File: config.mk
export PLATFORM = sky130hd
export DESIGN_NAME = in_bank_mgr
export DESIGN_NICKNAME = d
export VERILOG_FILES = /design/src/rtl/inbm_pkg.sv /design/src/rtl/inbm_bank_count.sv /design/src/rtl/inbm_xfer.sv /design/src/rtl/inbm_kill.sv /design/src/rtl/in_bank_mgr.sv
export SDC_FILE = /design/constraint.sdc
export NUM_CORES = 1
export LEC_CHECK = 0
export BUFFER_PORTS_ARGS = -buffer_cell sky130_fd_sc_hd__buf_2
export CAP_MARGIN = 20
export CORE_AREA = 3 3 40 42
export DETAILED_ROUTE_END_ITERATION = 16
export DIE_AREA = 0 0 43 45
export GPL_TIMING_DRIVEN = 0
export SLEW_MARGIN = 10
export SYNTH_ARGS = -nofsm -noshare
export SYNTH_HDL_FRONTEND = slang
export SYNTH_HIERARCHICAL = 1
export SYNTH_SLANG_ARGS = --single-unit
export TNS_END_PERCENT = 5
File: constraint.sdc
create_clock -name clk -period 4 [get_ports clk]
set_input_delay 0.4 -clock clk [delete_from_list [all_inputs] [get_ports clk]]
set_output_delay 0.4 -clock clk [all_outputs]
set_load 0.005 [all_outputs]
File: src/rtl/inbm_pkg.sv
package inbm_pkg;

   // outcome of evaluating a pending kill request in one cycle
   typedef enum logic [1:0] {
      KD_IDLE  = 2'd0,
      KD_HOLD  = 2'd1,
      KD_EMPTY = 2'd2,
      KD_DROP  = 2'd3
   } kill_dec_t;

   localparam int unsigned MAX_BANKS = 3;

endpackage

File: src/rtl/inbm_bank_count.sv
module inbm_bank_count #(
   parameter int unsigned NUM_BANKS = 3,
   parameter int unsigned CNT_W     = $clog2(NUM_BANKS + 1)
) (
   input  logic             clk,
   input  logic             rst_n,
   input  logic             clr,
   input  logic             fill_req,
   input  logic [1:0]       dec_n,
   output logic [CNT_W-1:0] busy_q,
   output logic             full,
   output logic             ovf_q
);

   localparam logic [CNT_W-1:0] FULL_CNT = CNT_W'(NUM_BANKS);

   logic             fill_ok;
   logic [CNT_W:0]   nxt_wide;

   assign full     = (busy_q == FULL_CNT);
   assign fill_ok  = fill_req && !full;
   assign nxt_wide = {1'b0, busy_q} + {{CNT_W{1'b0}}, fill_ok} - (CNT_W + 1)'(dec_n);

   always_ff @(posedge clk or negedge rst_n) begin
      if (!rst_n) begin
         busy_q <= '0;
         ovf_q  <= 1'b0;
      end else if (clr) begin
         busy_q <= '0;
         ovf_q  <= 1'b0;
      end else begin
         busy_q <= nxt_wide[CNT_W-1:0];
         if (fill_req && full)
            ovf_q <= 1'b1;
      end
   end

   a_r2_no_exceed: assert property (@(posedge clk) disable iff (!rst_n)
      busy_q <= FULL_CNT);

   a_r2_no_underflow: assert property (@(posedge clk) disable iff (!rst_n)
      !clr |-> ({1'b0, busy_q} >= (CNT_W + 1)'(dec_n)));

   a_r3_full_fill_ignored: assert property (@(posedge clk) disable iff (!rst_n)
      (!clr && fill_req && full && dec_n == 2'd0) |=> (full && ovf_q));

   a_r3_ovf_sticky: assert property (@(posedge clk) disable iff (!rst_n)
      (ovf_q && !clr) |=> ovf_q);

   a_r1_count_cleared: assert property (@(posedge clk) disable iff (!rst_n)
      clr |=> (busy_q == '0 && !ovf_q));

endmodule

File: src/rtl/inbm_xfer.sv
module inbm_xfer (
   input  logic clk,
   input  logic rst_n,
   input  logic clr,
   input  logic iso_mode,
   input  logic have_bank,
   input  logic in_token,
   input  logic pkt_sent,
   input  logic host_ack,
   input  logic txc_clr,
   output logic in_flight_q,
   output logic token_take,
   output logic retire,
   output logic txc_q
);

   logic done_evt;

   // the retire event depends on the endpoint type
   assign done_evt   = iso_mode ? pkt_sent : host_ack;
   assign retire     = in_flight_q && done_evt && !clr;
   assign token_take = in_token && have_bank && !in_flight_q && !clr;

   always_ff @(posedge clk or negedge rst_n) begin
      if (!rst_n) begin
         in_flight_q <= 1'b0;
         txc_q       <= 1'b0;
      end else if (clr) begin
         in_flight_q <= 1'b0;
         txc_q       <= 1'b0;
      end else begin
         if (token_take)
            in_flight_q <= 1'b1;
         else if (retire)
            in_flight_q <= 1'b0;
         if (retire)
            txc_q <= 1'b1;
         else if (txc_clr)
            txc_q <= 1'b0;
      end
   end

   a_r4_no_done_idle: assert property (@(posedge clk) disable iff (!rst_n)
      (!in_flight_q && !txc_q) |=> !txc_q);

   a_r4_sent_not_retire: assert property (@(posedge clk) disable iff (!rst_n)
      (!iso_mode && in_flight_q && pkt_sent && !host_ack && !clr) |=> in_flight_q);

   a_r5_iso_retire: assert property (@(posedge clk) disable iff (!rst_n)
      (iso_mode && in_flight_q && pkt_sent && !clr) |=> (txc_q && !in_flight_q));

   a_r6_txc_hold: assert property (@(posedge clk) disable iff (!rst_n)
      (txc_q && !txc_clr && !clr) |=> txc_q);

   a_r1_xfer_cleared: assert property (@(posedge clk) disable iff (!rst_n)
      clr |=> (!txc_q && !in_flight_q));

endmodule

File: src/rtl/inbm_kill.sv
module inbm_kill
   import inbm_pkg::*;
#(
   parameter int unsigned NUM_BANKS = 3,
   parameter int unsigned CNT_W     = $clog2(NUM_BANKS + 1)
) (
   input  logic             clk,
   input  logic             rst_n,
   input  logic             clr,
   input  logic             kill_req,
   input  logic [CNT_W-1:0] busy_q,
   input  logic             in_flight_q,
   input  logic             token_take,
   output logic             pending_q,
   output logic             discard
);

   logic      xfer_active;
   logic      have_bank;
   logic      can_drop;
   kill_dec_t dec;

   assign xfer_active = in_flight_q || token_take;
   assign have_bank   = (busy_q != '0);

   generate
      if (NUM_BANKS == 1) begin : g_single
         // one bank: a kill meeting a transfer can never be retargeted
         assign can_drop = have_bank && !xfer_active;
      end else begin : g_multi
         // with a second queued bank the newest one may go even mid-transfer
         assign can_drop = have_bank &&
                           (!xfer_active || (busy_q >= CNT_W'(2)));
      end
   endgenerate

   always_comb begin
      if (!pending_q || clr)
         dec = KD_IDLE;
      else if (!have_bank)
         dec = KD_EMPTY;
      else if (can_drop)
         dec = KD_DROP;
      else
         dec = KD_HOLD;
   end

   assign discard = (dec == KD_DROP);

   always_ff @(posedge clk or negedge rst_n) begin
      if (!rst_n)
         pending_q <= 1'b0;
      else if (clr)
         pending_q <= 1'b0;
      else begin
         case (dec)
            KD_EMPTY, KD_DROP: pending_q <= 1'b0;
            KD_HOLD:           pending_q <= 1'b1;
            default:           pending_q <= kill_req;
         endcase
      end
   end

   a_r10_empty_resolves: assert property (@(posedge clk) disable iff (!rst_n)
      (pending_q && !have_bank) |=> !pending_q);

   a_r8_hold_single: assert property (@(posedge clk) disable iff (!rst_n)
      (pending_q && !clr && busy_q == CNT_W'(1) && xfer_active) |-> !discard);

   a_r7_idle_drop: assert property (@(posedge clk) disable iff (!rst_n)
      (pending_q && !clr && have_bank && !xfer_active) |-> discard);

   a_r7_new_request: assert property (@(posedge clk) disable iff (!rst_n)
      (!pending_q && kill_req && !clr) |=> pending_q);

   a_r1_kill_cleared: assert property (@(posedge clk) disable iff (!rst_n)
      clr |=> !pending_q);

endmodule

File: src/rtl/in_bank_mgr.sv
module in_bank_mgr #(
   parameter int unsigned NUM_BANKS = 3,
   parameter int unsigned CNT_W     = $clog2(NUM_BANKS + 1)
) (
   input  logic             clk,
   input  logic             rst_n,
   input  logic             iso_mode,
   input  logic             int_en,
   input  logic             fw_pkt_ready,
   input  logic             fw_kill,
   input  logic             fw_txc_clr,
   input  logic             ept_reset,
   input  logic             ept_disable,
   input  logic             bus_in_token,
   input  logic             bus_pkt_sent,
   input  logic             bus_host_ack,
   output logic [CNT_W-1:0] busy_banks,
   output logic             pkt_ready_sts,
   output logic             tx_complete,
   output logic             kill_pending,
   output logic             ovf_err,
   output logic             irq
);

   generate
      if (NUM_BANKS < 1 || NUM_BANKS > inbm_pkg::MAX_BANKS) begin : g_bad_banks
         $error("in_bank_mgr: NUM_BANKS must lie in 1..%0d", inbm_pkg::MAX_BANKS);
      end
      if (CNT_W < $clog2(NUM_BANKS + 1)) begin : g_bad_width
         $error("in_bank_mgr: CNT_W too narrow for NUM_BANKS");
      end
   endgenerate

   logic             ep_clr;
   logic [CNT_W-1:0] busy_q;
   logic             full;
   logic             in_flight_q;
   logic             token_take;
   logic             retire;
   logic             discard;
   logic [1:0]       dec_n;
   logic             irq_q;

   assign ep_clr = ept_reset || ept_disable;
   assign dec_n  = {1'b0, retire} + {1'b0, discard};

   inbm_bank_count #(
      .NUM_BANKS (NUM_BANKS),
      .CNT_W     (CNT_W)
   ) u_count (
      .clk      (clk),
      .rst_n    (rst_n),
      .clr      (ep_clr),
      .fill_req (fw_pkt_ready),
      .dec_n    (dec_n),
      .busy_q   (busy_q),
      .full     (full),
      .ovf_q    (ovf_err)
   );

   inbm_xfer u_xfer (
      .clk         (clk),
      .rst_n       (rst_n),
      .clr         (ep_clr),
      .iso_mode    (iso_mode),
      .have_bank   (busy_q != '0),
      .in_token    (bus_in_token),
      .pkt_sent    (bus_pkt_sent),
      .host_ack    (bus_host_ack),
      .txc_clr     (fw_txc_clr),
      .in_flight_q (in_flight_q),
      .token_take  (token_take),
      .retire      (retire),
      .txc_q       (tx_complete)
   );

   inbm_kill #(
      .NUM_BANKS (NUM_BANKS),
      .CNT_W     (CNT_W)
   ) u_kill (
      .clk         (clk),
      .rst_n       (rst_n),
      .clr         (ep_clr),
      .kill_req    (fw_kill),
      .busy_q      (busy_q),
      .in_flight_q (in_flight_q),
      .token_take  (token_take),
      .pending_q   (kill_pending),
      .discard     (discard)
   );

   // interrupt on a hardware-driven fall of the all-busy status
   always_ff @(posedge clk or negedge rst_n) begin
      if (!rst_n)
         irq_q <= 1'b0;
      else
         irq_q <= !ep_clr && int_en && full && (dec_n != 2'd0);
   end

   assign busy_banks    = busy_q;
   assign pkt_ready_sts = full;
   assign irq           = irq_q;

   a_r11_irq_one_cycle: assert property (@(posedge clk) disable iff (!rst_n)
      irq |=> !irq);

   a_r11_irq_gated: assert property (@(posedge clk) disable iff (!rst_n)
      (!int_en) |=> !irq);

   a_r11_irq_on_fall: assert property (@(posedge clk) disable iff (!rst_n)
      irq |-> (!pkt_ready_sts && $past(pkt_ready_sts)));

   a_r1_in_flight_needs_bank: assert property (@(posedge clk) disable iff (!rst_n)
      in_flight_q |-> (busy_q != '0));

endmodule

==> flow_summary.ini <==
[worst_setup_path]
arrival_ns = 2.99
crit_required_ns = 4.14
reg2reg_depth = 12
rrSetupSlack_ns = 1.14
r2r-end = u_count/busy_q[1]
critPathCaptureType = register
criticalPathCategory = reg2reg
rr_startpoint = u_count/busy_q[1]
cp-start-kind = register
worstPathMaxFanout = 6

[global_routing]
grt_first_pass_wirelength_um = 1550
antenna_found_initial = 0
grt_max_degree = 12
grt_pass1_vias = 383
grt_overflow = 0
grt_usage_pct = 10.9

[placement]
dp_slack_ns = 1.09
dp.cells = 77
dp_hpwl_um = 667
io_buffer_count = 18
place_area_um2 = 548
gp_congestion = 0.703

[timing]
layout_setup_ws_ns = 1.14
relSlewSlack_pct = 78.0
finClkSkew_ns = 0.000304
period_share_pct = 71.4
final_max_slew_viol_count = 0
tns_ns = 0
rsz0062_at_grt = false
timing_hold_violations_final = 0
tightest_slew_ns = 0.330
setup_violations = 0
period_minus_slack_ns = 2.86
fmax_mhz = 350

[min_path]
min-delay-path-class = in2reg
min_from = int_en
whs_path_depth = 3
min_to = irq

[floorplanning]
die_y_um = 45
num_rows = 13
die-area_um2 = 1940
start_util_pct = 34.2
io_pins = 19
die_w_um = 43
core_um2 = 1280

[power_and_ir_drop]
seq_power_share_pct = 46.6
p_switching_w = 0.0000374
vdd_ir_drop_max_mv = 0.142
combPwrFrac_pct = 12.8
p_int_w = 0.000121
clkPwrFrac_pct = 40.7
p_leak_nw = 0.320
p_per_area_nw_per_um2 = 271
switching_share_pct = 23.6

[cts]
tritoncts = yes
cts_buffer_depth = 2
cts_resized = 0
clk_pin_slew_ns = 0.05
clk_latency_ns = 0.25
cts_made_buffers = 3
cts_setup_buffers = 0
cts_sinks = 7
cts-root-buf = clkbuf_4
cts_max_level = 1

[synthesis]
avgSynthCellArea_um2 = 9.98
ys_seq_elements = 7
yosys.area.top_type = dfrtp_1
synth_top_area_share_pct = 39.9
ys.flop_type = dfrtp_1
synth.top_cells.by_area = dfrtp_1 (40%), ha_1 (11%), xnor2_1 (6.0%)
synthCells = 44
synthArstFlopShare_pct = 100
yosysWarnings = 6
syn_area_um2 = 439
synth-edff-count = 0
yosysMostFrequentCell = dfrtp_1
ys_types = 21
synth-seq-area-share_pct = 39.9
synthTopCellsByCount = dfrtp_1 (7), nor2_1 (6), inv_1 (5)
synth_nets = 60

[detailed_routing]
ant_nets = 0
wl_per_cell_um = 10.1
vias = 374
dr_wl_met3_um = 62
wl_met2_um = 402
drtPass1Iterations = 2
topRoutingLayerUsed = met3
routed_wl_um = 832
viasPerCell = 4.56
wl_met1_um = 367
drc = 0
drt_iter0_drc = 2

[cells_and_area]
seq_area_um2 = 175
drive_gt1_share_pct = 38.8
num_antenna_cells = 0
nets = 84
multi_input_area_um2 = 245
nFillCells = 130
finalNonFillerCells = 82
area_delta_synth_final_pct = 33.0
fin_area_um2 = 584

[outcome]
status = finished, final reports clean

[job]
cap_violations = 0
## routing by layer
layer | vias up | GRT usage (%)
li1 | 192 | -
met5 | - | 0
met2 | 11 | 19.5
met3 | 0 | 3.19
met4 | 0 | 5.42
met1 | 171 | 11.8
## cell type report
cell class / count / area share [%]
Sequential cell: 7 / 30.0
Clock buffer: 4 / 4.50
Tap cell: 15 / 3.21
Inverter: 5 / 3.21
Multi-Input combinational cell: 32 / 42.0
Timing Repair Buffer: 19 / 17.1
## logic make-up (layout without fill, tap and decap cells)
logic type / Yosys count / in the layout / synth area share, %
simple gates: 19 / 19 / 25.1
flops: 7 / 7 / 39.9
compound gates: 5 / 5 / 11.1
buf+inv: 5 / 28 / 4.27
fa+ha+maj: 4 / 4 / 11.4
xor+xnor: 3 / 3 / 5.98
mux: 1 / 1 / 2.28
## layout by cell type (no fill, tap or decap), drive strengths merged
cell type | Yosys | final
a2111oi | 1 | 1
a41o | 1 | 1
inv | 5 | 5
nand2 | 1 | 1
buf | 0 | 18
mux2i | 1 | 1
nor3b | 1 | 1
dfrtp | 7 | 7
or2 | 3 | 3
nand2b | 2 | 2
a21oi | 1 | 1
nor2b | 3 | 3
and3 | 1 | 1
nor3 | 1 | 1
o2bb2ai | 1 | 1
and2 | 1 | 1
a32o | 1 | 1
dlygate4sd3 | 0 | 1
clkbuf | 0 | 4
nor2 | 6 | 6
xnor2 | 3 | 3
ha | 4 | 4
## power by group through the flow
stage	Combinational (W)	Clock, W	Sequential [W]
2_1_floorplan	0.0000101	0	0.0000749
3_3_place_gp	0.0000197	0	0.0000749
3_5_place_dp	0.0000198	0	0.0000749
4_1_cts	0.0000207	0.0000680	0.0000737
5_1_grt	0.0000240	0.0000721	0.0000740
6_report	0.0000202	0.0000644	0.0000737
## sequential cells by signal (all words and copies together), names as in the netlist
| signal | flops |
|---|---|
| u_count/ovf_q | 1 |
| u_xfer/in_flight_q | 1 |
| u_count/busy_q | 2 |
| u_xfer/txc_q | 1 |
| irq | 1 |
| u_kill/pending_q | 1 |
## worst max path at each step
stage                      start                end  slack, ns  depth (start not counted)
2_1_floorplan  u_count/busy_q[1]  u_count/busy_q[1]       1.25                         12
5_1_grt        u_count/busy_q[1]  u_count/busy_q[1]       0.85                         12
4_1_cts        u_count/busy_q[1]  u_count/busy_q[1]       1.12                         12
3_5_place_dp         ept_disable  u_count/busy_q[1]       1.09                         14
6_report       u_count/busy_q[1]  u_count/busy_q[1]       1.14                         12
3_3_place_gp         ept_disable  u_count/busy_q[1]       1.10                         14
## repair_timing
action,4_1_cts,5_1_grt
hold buffers,1,0
setup endpoints to repair,0,0
hold endpoints to repair,7,0
## metrics by stage
stage	utilization (%)	hold WS (ns)	total power, W
finish	45.5	0.375	0.000158
CTS	45.5	0.368	0.000162
global route	45.5	0.388	0.000170
detailed placement	42.6	0.246	0.0000947
floorplan	-	0.104	0.0000850
global placement	42.6	0.246	0.0000946
## worst max-delay path, cell delays in order (launching register included)
cell	delay, ns
dfrtp_1	0.43
or2_2	0.32
and3_1	0.14
or2_1	0.25
a2111oi_2	0.41
inv_1	0.08
ha_1	0.28
ha_1	0.27
inv_1	0.04
ha_1	0.17
xnor2_1	0.16
xnor2_1	0.14
nor2_1	0.05
No activity file was read; power rests on OpenSTA's default activity.
